[config.mk]
export PLATFORM = sky130hd
export DESIGN_NAME = rx_line_status
export DESIGN_NICKNAME = d
export VERILOG_FILES = /design/src/rtl/lsr_pkg.sv /design/src/rtl/lsr_flag.sv /design/src/rtl/lsr_break_det.sv /design/src/rtl/rx_line_status.sv
export SDC_FILE = /design/constraint.sdc
export NUM_CORES = 1
export LEC_CHECK = 0
export BUFFER_PORTS_ARGS = -buffer_cell sky130_fd_sc_hd__buf_2
export CAP_MARGIN = 15
export CORE_MARGIN = 2
export CORE_UTILIZATION = 52
export CTS_CLUSTER_SIZE = 24
export DETAILED_ROUTE_END_ITERATION = 16
export PLACE_DENSITY = 0.79
export SLEW_MARGIN = 20
export SYNTH_ARGS = -nofsm -noshare
export SYNTH_HDL_FRONTEND = slang
export SYNTH_SLANG_ARGS = --single-unit
[constraint.sdc]
create_clock -name clk -period 1.8 [get_ports clk]
set_input_delay 0.36 -clock clk [delete_from_list [all_inputs] [get_ports clk]]
set_output_delay 0.36 -clock clk [all_outputs]
set_load 0.1 [all_outputs]
[src/rtl/lsr_pkg.sv]
package lsr_pkg;

  // Bit positions in the status byte
  localparam int unsigned BIT_DR   = 0;
  localparam int unsigned BIT_OE   = 1;
  localparam int unsigned BIT_PE   = 2;
  localparam int unsigned BIT_FE   = 3;
  localparam int unsigned BIT_BI   = 4;
  localparam int unsigned BIT_THRE = 5;

  // Bit times in one frame: start + data + optional parity + stops
  function automatic int unsigned frame_bits(input logic [1:0] wlen,
                                             input logic par_en,
                                             input logic stop2);
    int unsigned n;
    n = 32'd7 + 32'(wlen) + 32'(par_en) + 32'(stop2);
    return n;
  endfunction

  // Ticks of continuous space needed to call a break
  function automatic int unsigned break_ticks(input int unsigned fbits,
                                              input int unsigned ovs,
                                              input logic modem);
    int unsigned frames;
    frames = modem ? 32'd2 : 32'd1;
    return fbits * ovs * frames;
  endfunction

endpackage

[src/rtl/lsr_flag.sv]
module lsr_flag #(
  parameter logic RST_VAL  = 1'b0,
  parameter logic SET_WINS = 1'b1
) (
  input  logic clk,
  input  logic rst_n,
  input  logic set_i,
  input  logic clr_i,
  output logic q_o
);

  logic q_nxt;

  generate
    if (SET_WINS) begin : g_set_wins
      always_comb q_nxt = set_i ? 1'b1 : (clr_i ? 1'b0 : q_o);
    end else begin : g_clr_wins
      always_comb q_nxt = clr_i ? 1'b0 : (set_i ? 1'b1 : q_o);
    end
  endgenerate

  always_ff @(posedge clk or negedge rst_n) begin
    if (!rst_n) q_o <= RST_VAL;
    else        q_o <= q_nxt;
  end

endmodule

[src/rtl/lsr_break_det.sv]
module lsr_break_det #(
  parameter int unsigned OVERSAMPLE = 16,
  parameter int unsigned MAX_FRAME  = 12
) (
  input  logic       clk,
  input  logic       rst_n,
  input  logic       tick16,
  input  logic       rx_line,
  input  logic [1:0] cfg_wlen,
  input  logic       cfg_par_en,
  input  logic       cfg_stop2,
  input  logic       cfg_modem_mode,
  output logic       brk_evt
);

  localparam int unsigned MAX_TICKS = MAX_FRAME * OVERSAMPLE * 2;
  localparam int unsigned CW        = $clog2(MAX_TICKS + 1);

  logic [CW-1:0] cnt;
  logic [CW-1:0] limit_m1;
  logic          fired;
  logic          space_tick;

  always_comb begin
    limit_m1 = CW'(lsr_pkg::break_ticks(
                 lsr_pkg::frame_bits(cfg_wlen, cfg_par_en, cfg_stop2),
                 OVERSAMPLE, cfg_modem_mode) - 32'd1);
  end

  assign space_tick = tick16 && !rx_line && !fired;
  assign brk_evt    = space_tick && (cnt >= limit_m1);

  always_ff @(posedge clk or negedge rst_n) begin
    if (!rst_n) begin
      cnt   <= '0;
      fired <= 1'b0;
    end else if (rx_line) begin
      cnt   <= '0;
      fired <= 1'b0;
    end else if (space_tick) begin
      if (brk_evt) begin
        fired <= 1'b1;
        cnt   <= '0;
      end else begin
        cnt <= cnt + 1'b1;
      end
    end
  end

  AST_BRK_ONCE: assert property (@(posedge clk) disable iff (!rst_n)
    brk_evt |=> !brk_evt) else $error("break fired twice");

  AST_BRK_NEEDS_SPACE: assert property (@(posedge clk) disable iff (!rst_n)
    brk_evt |-> !rx_line) else $error("break with line high");

endmodule

[src/rtl/rx_line_status.sv]
module rx_line_status #(
  parameter int unsigned OVERSAMPLE = 16,
  parameter int unsigned MAX_FRAME  = 12,
  parameter int unsigned DW         = 8
) (
  input  logic          clk,
  input  logic          rst_n,
  input  logic [1:0]    cfg_wlen,
  input  logic          cfg_par_en,
  input  logic          cfg_stop2,
  input  logic          cfg_modem_mode,
  input  logic          rx_char_done,
  input  logic          rx_par_err,
  input  logic          rx_frm_err,
  input  logic          rx_line,
  input  logic          tick16,
  input  logic          tx_empty_evt,
  input  logic          cpu_rbr_rd,
  input  logic          cpu_rbr_wr,
  input  logic          cpu_thr_wr,
  input  logic          cpu_lsr_rd,
  input  logic [DW-1:0] cpu_wdata,
  output logic [7:0]    lsr
);

  localparam int unsigned NERR = 4;   // overrun, parity, framing, break

  // Named internal events
  logic            dr_q;
  logic            thre_q;
  logic            dr_clr;
  logic            brk_evt;
  logic            ovr_evt;
  logic            par_evt;
  logic            frm_evt;
  logic [NERR-1:0] err_set;
  logic [NERR-1:0] err_q;

  assign dr_clr  = cpu_rbr_rd || (cpu_rbr_wr && (cpu_wdata == '0));
  assign ovr_evt = rx_char_done && dr_q && !cpu_rbr_rd;
  assign par_evt = rx_char_done && rx_par_err;
  assign frm_evt = rx_char_done && rx_frm_err && !cfg_modem_mode;
  assign err_set = {brk_evt, frm_evt, par_evt, ovr_evt};

  lsr_break_det #(
    .OVERSAMPLE (OVERSAMPLE),
    .MAX_FRAME  (MAX_FRAME)
  ) u_brk (
    .clk            (clk),
    .rst_n          (rst_n),
    .tick16         (tick16),
    .rx_line        (rx_line),
    .cfg_wlen       (cfg_wlen),
    .cfg_par_en     (cfg_par_en),
    .cfg_stop2      (cfg_stop2),
    .cfg_modem_mode (cfg_modem_mode),
    .brk_evt        (brk_evt)
  );

  lsr_flag #(.RST_VAL(1'b0), .SET_WINS(1'b1)) u_dr (
    .clk (clk), .rst_n (rst_n), .set_i (rx_char_done), .clr_i (dr_clr), .q_o (dr_q)
  );

  genvar gi;
  generate
    for (gi = 0; gi < NERR; gi++) begin : g_err
      lsr_flag #(.RST_VAL(1'b0), .SET_WINS(1'b1)) u_err (
        .clk (clk), .rst_n (rst_n), .set_i (err_set[gi]), .clr_i (cpu_lsr_rd), .q_o (err_q[gi])
      );
    end
  endgenerate

  lsr_flag #(.RST_VAL(1'b1), .SET_WINS(1'b0)) u_thre (
    .clk (clk), .rst_n (rst_n), .set_i (tx_empty_evt), .clr_i (cpu_thr_wr), .q_o (thre_q)
  );

  always_comb begin
    lsr                     = '0;
    lsr[lsr_pkg::BIT_DR]    = dr_q;
    lsr[lsr_pkg::BIT_OE]    = err_q[0];
    lsr[lsr_pkg::BIT_PE]    = err_q[1];
    lsr[lsr_pkg::BIT_FE]    = err_q[2];
    lsr[lsr_pkg::BIT_BI]    = err_q[3];
    lsr[lsr_pkg::BIT_THRE]  = thre_q;
  end

  AST_DR_SET: assert property (@(posedge clk) disable iff (!rst_n)
    rx_char_done |=> lsr[0]) else $error("data ready not set");

  AST_DR_CLEAR: assert property (@(posedge clk) disable iff (!rst_n)
    (cpu_rbr_rd && !rx_char_done) |=> !lsr[0]) else $error("data ready not cleared");

  AST_OVERRUN: assert property (@(posedge clk) disable iff (!rst_n)
    (rx_char_done && lsr[0] && !cpu_rbr_rd) |=> lsr[1]) else $error("overrun missed");

  AST_FE_SUPPRESS: assert property (@(posedge clk) disable iff (!rst_n)
    (cfg_modem_mode && !lsr[3]) |=> !lsr[3] || !$past(cfg_modem_mode))
    else $error("framing error in modem mode");

  AST_STATUS_CLEAR: assert property (@(posedge clk) disable iff (!rst_n)
    (cpu_lsr_rd && !rx_char_done && !brk_evt) |=> (lsr[4:1] == 4'b0))
    else $error("status read did not clear");

  AST_THR_LOAD: assert property (@(posedge clk) disable iff (!rst_n)
    cpu_thr_wr |=> !lsr[5]) else $error("holding empty after load");

  AST_THR_EMPTY: assert property (@(posedge clk) disable iff (!rst_n)
    (tx_empty_evt && !cpu_thr_wr) |=> lsr[5]) else $error("holding empty not set");

endmodule

==> results of run 1 <==
-- worst max-delay path: cells and delay by family --
kind                       cells  cell delay (ns)
adders and majority gates      4             1.06
buffers and inverters          4             0.38
and+or+nand+nor                1             0.20
AOI/OAI and AO/OA              6             0.91
-- routing by layer --
metal | share of wire (%) | wire length, um | up-vias
li1 | - | - | 557
met1 | 42 | 1297 | 568
met2 | 49 | 1514 | 61
met3 | 8.1 | 252 | 8
met4 | 1.4 | 45 | 0
met5 | 0 | 0 | -
-- area by class of cell --
cell class,count,area [um2],area share [%]
clock buffers,4,36.28,2.142
inverters,10,47.55,2.807
multi-input cells,93,852.1,50.30
flip-flops and latches,16,401.6,23.71
well taps,28,35.03,2.068
repair buffers,49,321.6,18.98
-- final timing paths --
kind / start / endpoint
max in group asynchronous: rst_n / u_thre.q_o
max: cfg_stop2 / u_brk.cnt[1]
min: cpu_thr_wr / u_thre.q_o
min in group asynchronous: rst_n / u_brk.cnt[0]
max reg2reg: u_brk.cnt[6] / u_brk.cnt[1]
min reg2reg: u_thre.q_o / u_thre.q_o
-- cell families (layout without fill, tap and decap cells) --
kind of cell | Yosys count | in the layout | synth area share [%]
DFF | 16 | 16 | 31.88
other | 1 | 2 | 0.2976
muxes | 1 | 1 | 0.8937
AOI/OAI and AO/OA | 36 | 36 | 24.53
xor gates and xnor gates | 8 | 8 | 5.561
buffers and inverters | 23 | 63 | 9.930
and+or+nand+nor | 36 | 36 | 16.39
adders and majority gates | 10 | 10 | 10.53
-- cell usage after synthesis, types with 2 or more instances --
cell type / number / area, um2
a21oi_1: 7 / 35.03
o32ai_1: 3 / 26.28
nand3_1: 6 / 30.03
a211oi_2: 7 / 87.58
nor2b_1: 4 / 25.02
nor2_1: 2 / 7.510
a22o_1: 3 / 26.28
nor3_1: 4 / 20.02
inv_1: 9 / 33.78
nand2b_1: 2 / 12.51
buf_4: 8 / 60.06
xor2_1: 3 / 26.28
a21o_1: 3 / 22.52
nand2_1: 7 / 26.28
o2111ai_1: 2 / 17.52
xnor2_1: 5 / 43.79
clkbuf_1: 3 / 11.26
dfrtp_1: 15 / 375.4
o21ai_0: 3 / 15.01
ha_1: 9 / 112.6
-- power by group through the flow --
stage	clock network (mW)	logic (mW)	registers, mW
2_1_floorplan	0	0.275	0.391
3_3_place_gp	0	0.359	0.388
3_5_place_dp	0	0.369	0.389
4_1_cts	0.235	0.415	0.382
5_1_grt	0.256	0.458	0.383
6_report	0.229	0.428	0.382
-- cell usage in the layout (no fill, tap or decap), drive strengths merged, types with 2 or more instances in the layout --
cell type  netlist  layout
a22o             3       3
inv             10      10
dfrtp           15      15
nand2            7       7
nor2             2       2
a21oi            7       7
nor2b            4       4
buf             10      48
o32ai            3       3
clkbuf           3       4
a21o             3       3
nand2b           2       2
conb             1       2
nand4            2       2
xnor2            5       5
xor2             3       3
o2111ai          2       2
nand3            6       6
o21ai            3       3
a211oi           8       8
ha               9       9
nor3             4       4
-- sequential cells by signal, summed over array words and instances (netlist names) --
name	cells
g_err.u_err.q_o	4
u_brk.fired	1
u_thre.q_o	1
u_dr.q_o	1
u_brk.cnt	9
-- metrics by stage --
step	area [um2]	hold slack [ns]
after floorplan	1336	0.06441
after global placement	1546	0.2866
after detailed placement	1546	0.2872
after CTS	1672	0.1817
after global routing	1694	0.1778
final	1694	0.1862
-- timing repair --
action,CTS,global route
setup buffers,3,0
hold endpoints to repair,15,0
gates resized for setup,12,4
setup endpoints to repair,11,11
hold buffers,1,0
pin swaps,9,2
==> results.ini, run 1 <==
[routing]
vias = 1194
drtIter0Drc = 40
routed_wl_mm = 3.109
drc_errors = 0
firstDrtPassIters = 4
wl_per_cell_um = 15.55
ant_nets = 0
routed_via_density = 5.970

[timing]
period_share_pct = 150.9
hold_viol = 0
fin_crit_ns = 2.716
rsz0062_at_grt = true
layout_setup_ws_ns = -0.9161
fin_setup_tns_ns = -9.623
fmax_mhz = 368.2
setup_viol = 11
slew_viol_final = 0
finalClockSkew_ns = 0.005823

[cells_and_area]
fin_nets = 208
drive_gt1_share_pct = 48.26
area_growth_pct = 34.46
fillCellCount = 148
utilization_pct = 75.14
final_cell_count_no_fill = 200
diodes = 0

[clock_tree]
insertion_delay_ns = 0.28
cts.path.max_buffers = 2
root_buffer = clkbuf_4
h-tree-depth = 1
path_clk_slew_ns = 0.08
cts.sinks = 16
cts_buffers = 3
cts_tree = yes

[floorplanning]
die_w_um = 53.23
pin_count = 33
core_area_um2 = 2255
dieArea_um2 = 2833
fp-row-count = 17
fp.dieH_um = 53.23
start_util_pct = 55.88

[synthesis]
ys_seq_area_share_pct = 31.88
ys_seq_elements = 16
synth_warnings = 0
ys_types = 46
async_flop_share_pct = 100.0
syn-cell-area_um2 = 1260
synthFlopType = dfrtp_1
synth_edf_count = 0
avgSynthCellArea_um2 = 9.618
syn_inst = 131

[power_and_ir_drop]
swShare_pct = 35.03
ir_worst_vdd_v = 0.0006361
p_seq_share_pct = 36.8
clock_power_share_pct = 22.0
total_leakage_power_nw = 0.8282
p_switching_mw = 0.3639
p_int_mw = 0.6749
p_per_area_nw_per_um2 = 613.2
power_mw = 1.039
pwr-share-comb_pct = 41.2

[placed_design]
dp_hpwl_mm = 2.190
place.gp.congestion = 0.8555
place_inst = 192
dp_slack_ns = -1.229
io_buffers = 30

[global_routing]
grt_antenna_before_repair = 0
grt-ovfl-total = 0
grt_usage_pct = 22.24
met3_usage_pct = 4.237
grt_pass1_wl_mm = 4.602
met1_usage_pct = 26.56
grt_max_degree = 17
grt_pass1_vias = 1062
use_met2_pct = 39.71
busiest_layer = met2

[min_path]
hold_depth = 2
min_path_type = in2reg

[worst_setup_path]
cpMostUsedCell = ha_4
path_cells = buf_6, inv_4, fa_2, inv_2, ha_4, o21ai_4, ha_4, nor4bb_2, o21ai_1, o211ai_1, ha_1, a21oi_2, o311ai_4, buf_4, o41ai_2
worst-setup-path-type = in2reg
slowest_delay_ns = 0.39
reg2reg_slack_ns = 0.08
start_kind = primary input
critPathMaxFanout = 4
reg2regPathDepth = 6
cp.arrival_ns = 2.89
critPathCaptureType = flip-flop
crit_required_ns = 1.98
cpMaxStageDelayCell = fa_2

[run_status]
violations = negative setup slack
status = complete, but fails checks

[job]
max_cap_viol_count = 0

(Power assumes the default switching activity.)
==> run 2, diff against run 1 <==
- ABC_AREA: not set -> 1
- CORE_UTILIZATION: 52 -> 51
- PLACE_DENSITY: 0.79 -> 0.78
==> run 2 against run 1 <==
Compared with the run above: via count shrank 12%; the flow still finishes with violations (negative setup slack); clock-buffer cell count is the same; combinational power shrank 17%; critical path type unchanged; clock power grew 2%; largest power group is now registers; final cell count grew 10%; highest routed layer unchanged; non-clock buffer count shrank 14; sequential power grew 7.9%.
==> results.ini, run 2 <==
[timing]
fin_crit_ns = 2.534
setup_viol = 11
fmax_mhz = 394.6
rsz0062_at_grt = true
slew_viol_final = 0
layout_setup_ws_ns = -0.7340
period_share_pct = 140.8
hold-worst-slack_ns = 0.1756
finalClockSkew_ns = 0.001753
hold_viol = 0
fin_setup_tns_ns = -7.607

[synthesis]
avgSynthCellArea_um2 = 7.398
yosys.area_share.adder_pct = 11.21
synth_top_area_share_pct = 31.71
ys_seq_area_share_pct = 33.93
ys_top_cells_by_count = 35 x nand2_1, 27 x inv_1, 20 x nor2_1
synth_most_common_cell = nand2_1
yosys.area_share.simple_pct = 29.07
synth_compound_area_share_pct = 7.822
synthFlopType = dfrtp_1
async_flop_share_pct = 100.0
synth_warnings = 0
syn_inst = 160
ys_seq_elements = 16
synth_top_family_by_area = simple AND/OR/NAND/NOR gates
synth_area_leaders = dfrtp_1 32%, nand2_1 11%, ha_1 9.5%, inv_1 8.6%, nor2_1 6.3%
syn-cell-area_um2 = 1184
ys_types = 24
synth_top_area_cell = dfrtp_1
synthMuxAreaShare_pct = 0
synthXorXnorAreaFrac_pct = 3.700
synth_edf_count = 0

[routing]
ant_nets = 0
firstDrtPassIters = 4
drtIter0Drc = 1
drc_errors = 0
routed_via_density = 4.759
vias = 1047
wl_per_cell_um = 11.25
routed_wl_mm = 2.474

[clock_tree]
cts_tree = yes
root_buffer = clkbuf_4
h-tree-depth = 1
insertion_delay_ns = 0.28
path_clk_slew_ns = 0.09
cts.sinks = 16
cts_buffers = 3
post_cts_buffers = 0
cts.path.max_buffers = 2

[cells_and_area]
regMostFlops = u_brk.cnt
final_area_um2 = 1474
final_cell_count_no_fill = 220
top_regs = u_brk.cnt (9), g_err.u_err.q_o (4)
area_growth_pct = 24.52
largest_reg_flops = 9
diodes = 0
layout_common_cells = 35 x nand2_1, 28 x buf_2, 24 x inv_1
utilization_pct = 66.63
drive_gt1_share_pct = 32.81
fin_nets = 228
mostFrequentLayoutCell = nand2_1

[worst_setup_path]
worst-setup-path-type = in2reg
critPathCaptureType = flip-flop
start_kind = primary input
crit_required_ns = 1.98
cp.arrival_ns = 2.71
r2r-start = u_brk.cnt[6]
critPathMaxFanout = 7
cp-startpoint = cfg_stop2

[min_path]
min_path_type = in2reg
min_from = cpu_thr_wr

[job]
max_cap_viol_count = 0

[placed_design]
dp_slack_ns = -1.133
io_buffers = 30
dp_hpwl_mm = 1.987
place_inst = 215
place.gp.congestion = 0.8219
dpl_cell_area_um2 = 1371

[run_status]
violations = negative setup slack
status = complete, but fails checks

[global_routing]
met3_usage_pct = 2.000
met1_usage_pct = 28.04
grt-ovfl-total = 0
busiest_layer = met2
grt_pass1_wl_mm = 4.457
grt_pass1_vias = 1051
use_met2_pct = 39.24
grt_usage_pct = 22.29
grt_antenna_before_repair = 0
grt_max_degree = 17

[power_and_ir_drop]
pwr-share-comb_pct = 35.6
p_per_area_nw_per_um2 = 678.9
p_int_mw = 0.6371
p_seq_share_pct = 41.2
clock_power_share_pct = 23.3
total_leakage_power_nw = 0.7675
power_mw = 1.001
swShare_pct = 36.33
ir_worst_vdd_v = 0.0005895
p_switching_mw = 0.3635

[floorplanning]
pin_count = 33
core_area_um2 = 2212
start_util_pct = 53.51
dieArea_um2 = 2722
fp.dieH_um = 52.18
fp-row-count = 17
die_w_um = 52.18

## run 2: cell types whose count changed after synthesis, moves of 5 or more
cell	previous run	this run
o21ai_0	3	9
nand2_1	7	35
a21oi_1	7	2
inv_1	9	27
nor2_1	2	20
a211oi_2	7	0
## run 2: logic make-up (layout without fill, tap and decap cells)
kind of cell | after synthesis | count (layout)
adders and majority gates | 10 | 10
and+or+nand+nor | 76 | 76
DFF | 16 | 16
AOI/OAI and AO/OA | 16 | 16
xor gates and xnor gates | 5 | 5
other | 1 | 2
buffers and inverters | 36 | 67
## run 2: power groups by stage
stage | Clock [mW] | Combinational, mW | Sequential, mW
6_report | 0.233 | 0.356 | 0.412
5_1_grt | 0.259 | 0.401 | 0.418
4_1_cts | 0.237 | 0.351 | 0.412
3_5_place_dp | 0 | 0.331 | 0.417
3_3_place_gp | 0 | 0.319 | 0.417
2_1_floorplan | 0 | 0.257 | 0.414
## run 2: final timing paths
kind	to	slack (ns)	cells past startpoint
max	u_brk.cnt[5]	-0.73	18
min	u_thre.q_o	0.18	2
max reg2reg	u_brk.cnt[5]	0.19	8
min reg2reg	u_thre.q_o	0.49	2
max in group asynchronous	u_thre.q_o	0.99	2
min in group asynchronous	u_brk.cnt[1]	0.52	2
## run 2: routing by layer
layer	part of all wire (%)	vias to the layer above
met5	0	-
met4	2.3	0
met2	51	21
met1	43	468
li1	-	552
met3	3.0	6
## run 2: worst max-delay path, cell delays in order
cell      delay (ns)
buf_6           0.07
inv_4           0.03
fa_2            0.39
inv_2           0.08
ha_4            0.20
o21ai_2         0.11
ha_2            0.18
o211ai_1        0.09
o21ai_1         0.13
nand2_1         0.09
ha_4            0.29
nand4_1         0.15
nor2_2          0.18
nor2_2          0.05
nand2_1         0.07
nand2_2         0.08
nand2_4         0.11
nor2_1          0.05
## run 2: what timing repair did
item,CTS,global route
hold buffers,1,0
endpoints found under the hold margin,15,0
pin swaps,14,1
endpoints found under the setup margin,11,11
gates resized for setup,10,4
## run 2: area by class of cell
type                    instances  area [um2]
multi-input cells             109       686.9
flip-flops and latches         16       401.6
fillers                       187       738.2
clock buffers                   4       36.28
inverters                      28       115.1
repair buffers                 35       198.9
well taps                      28       35.03
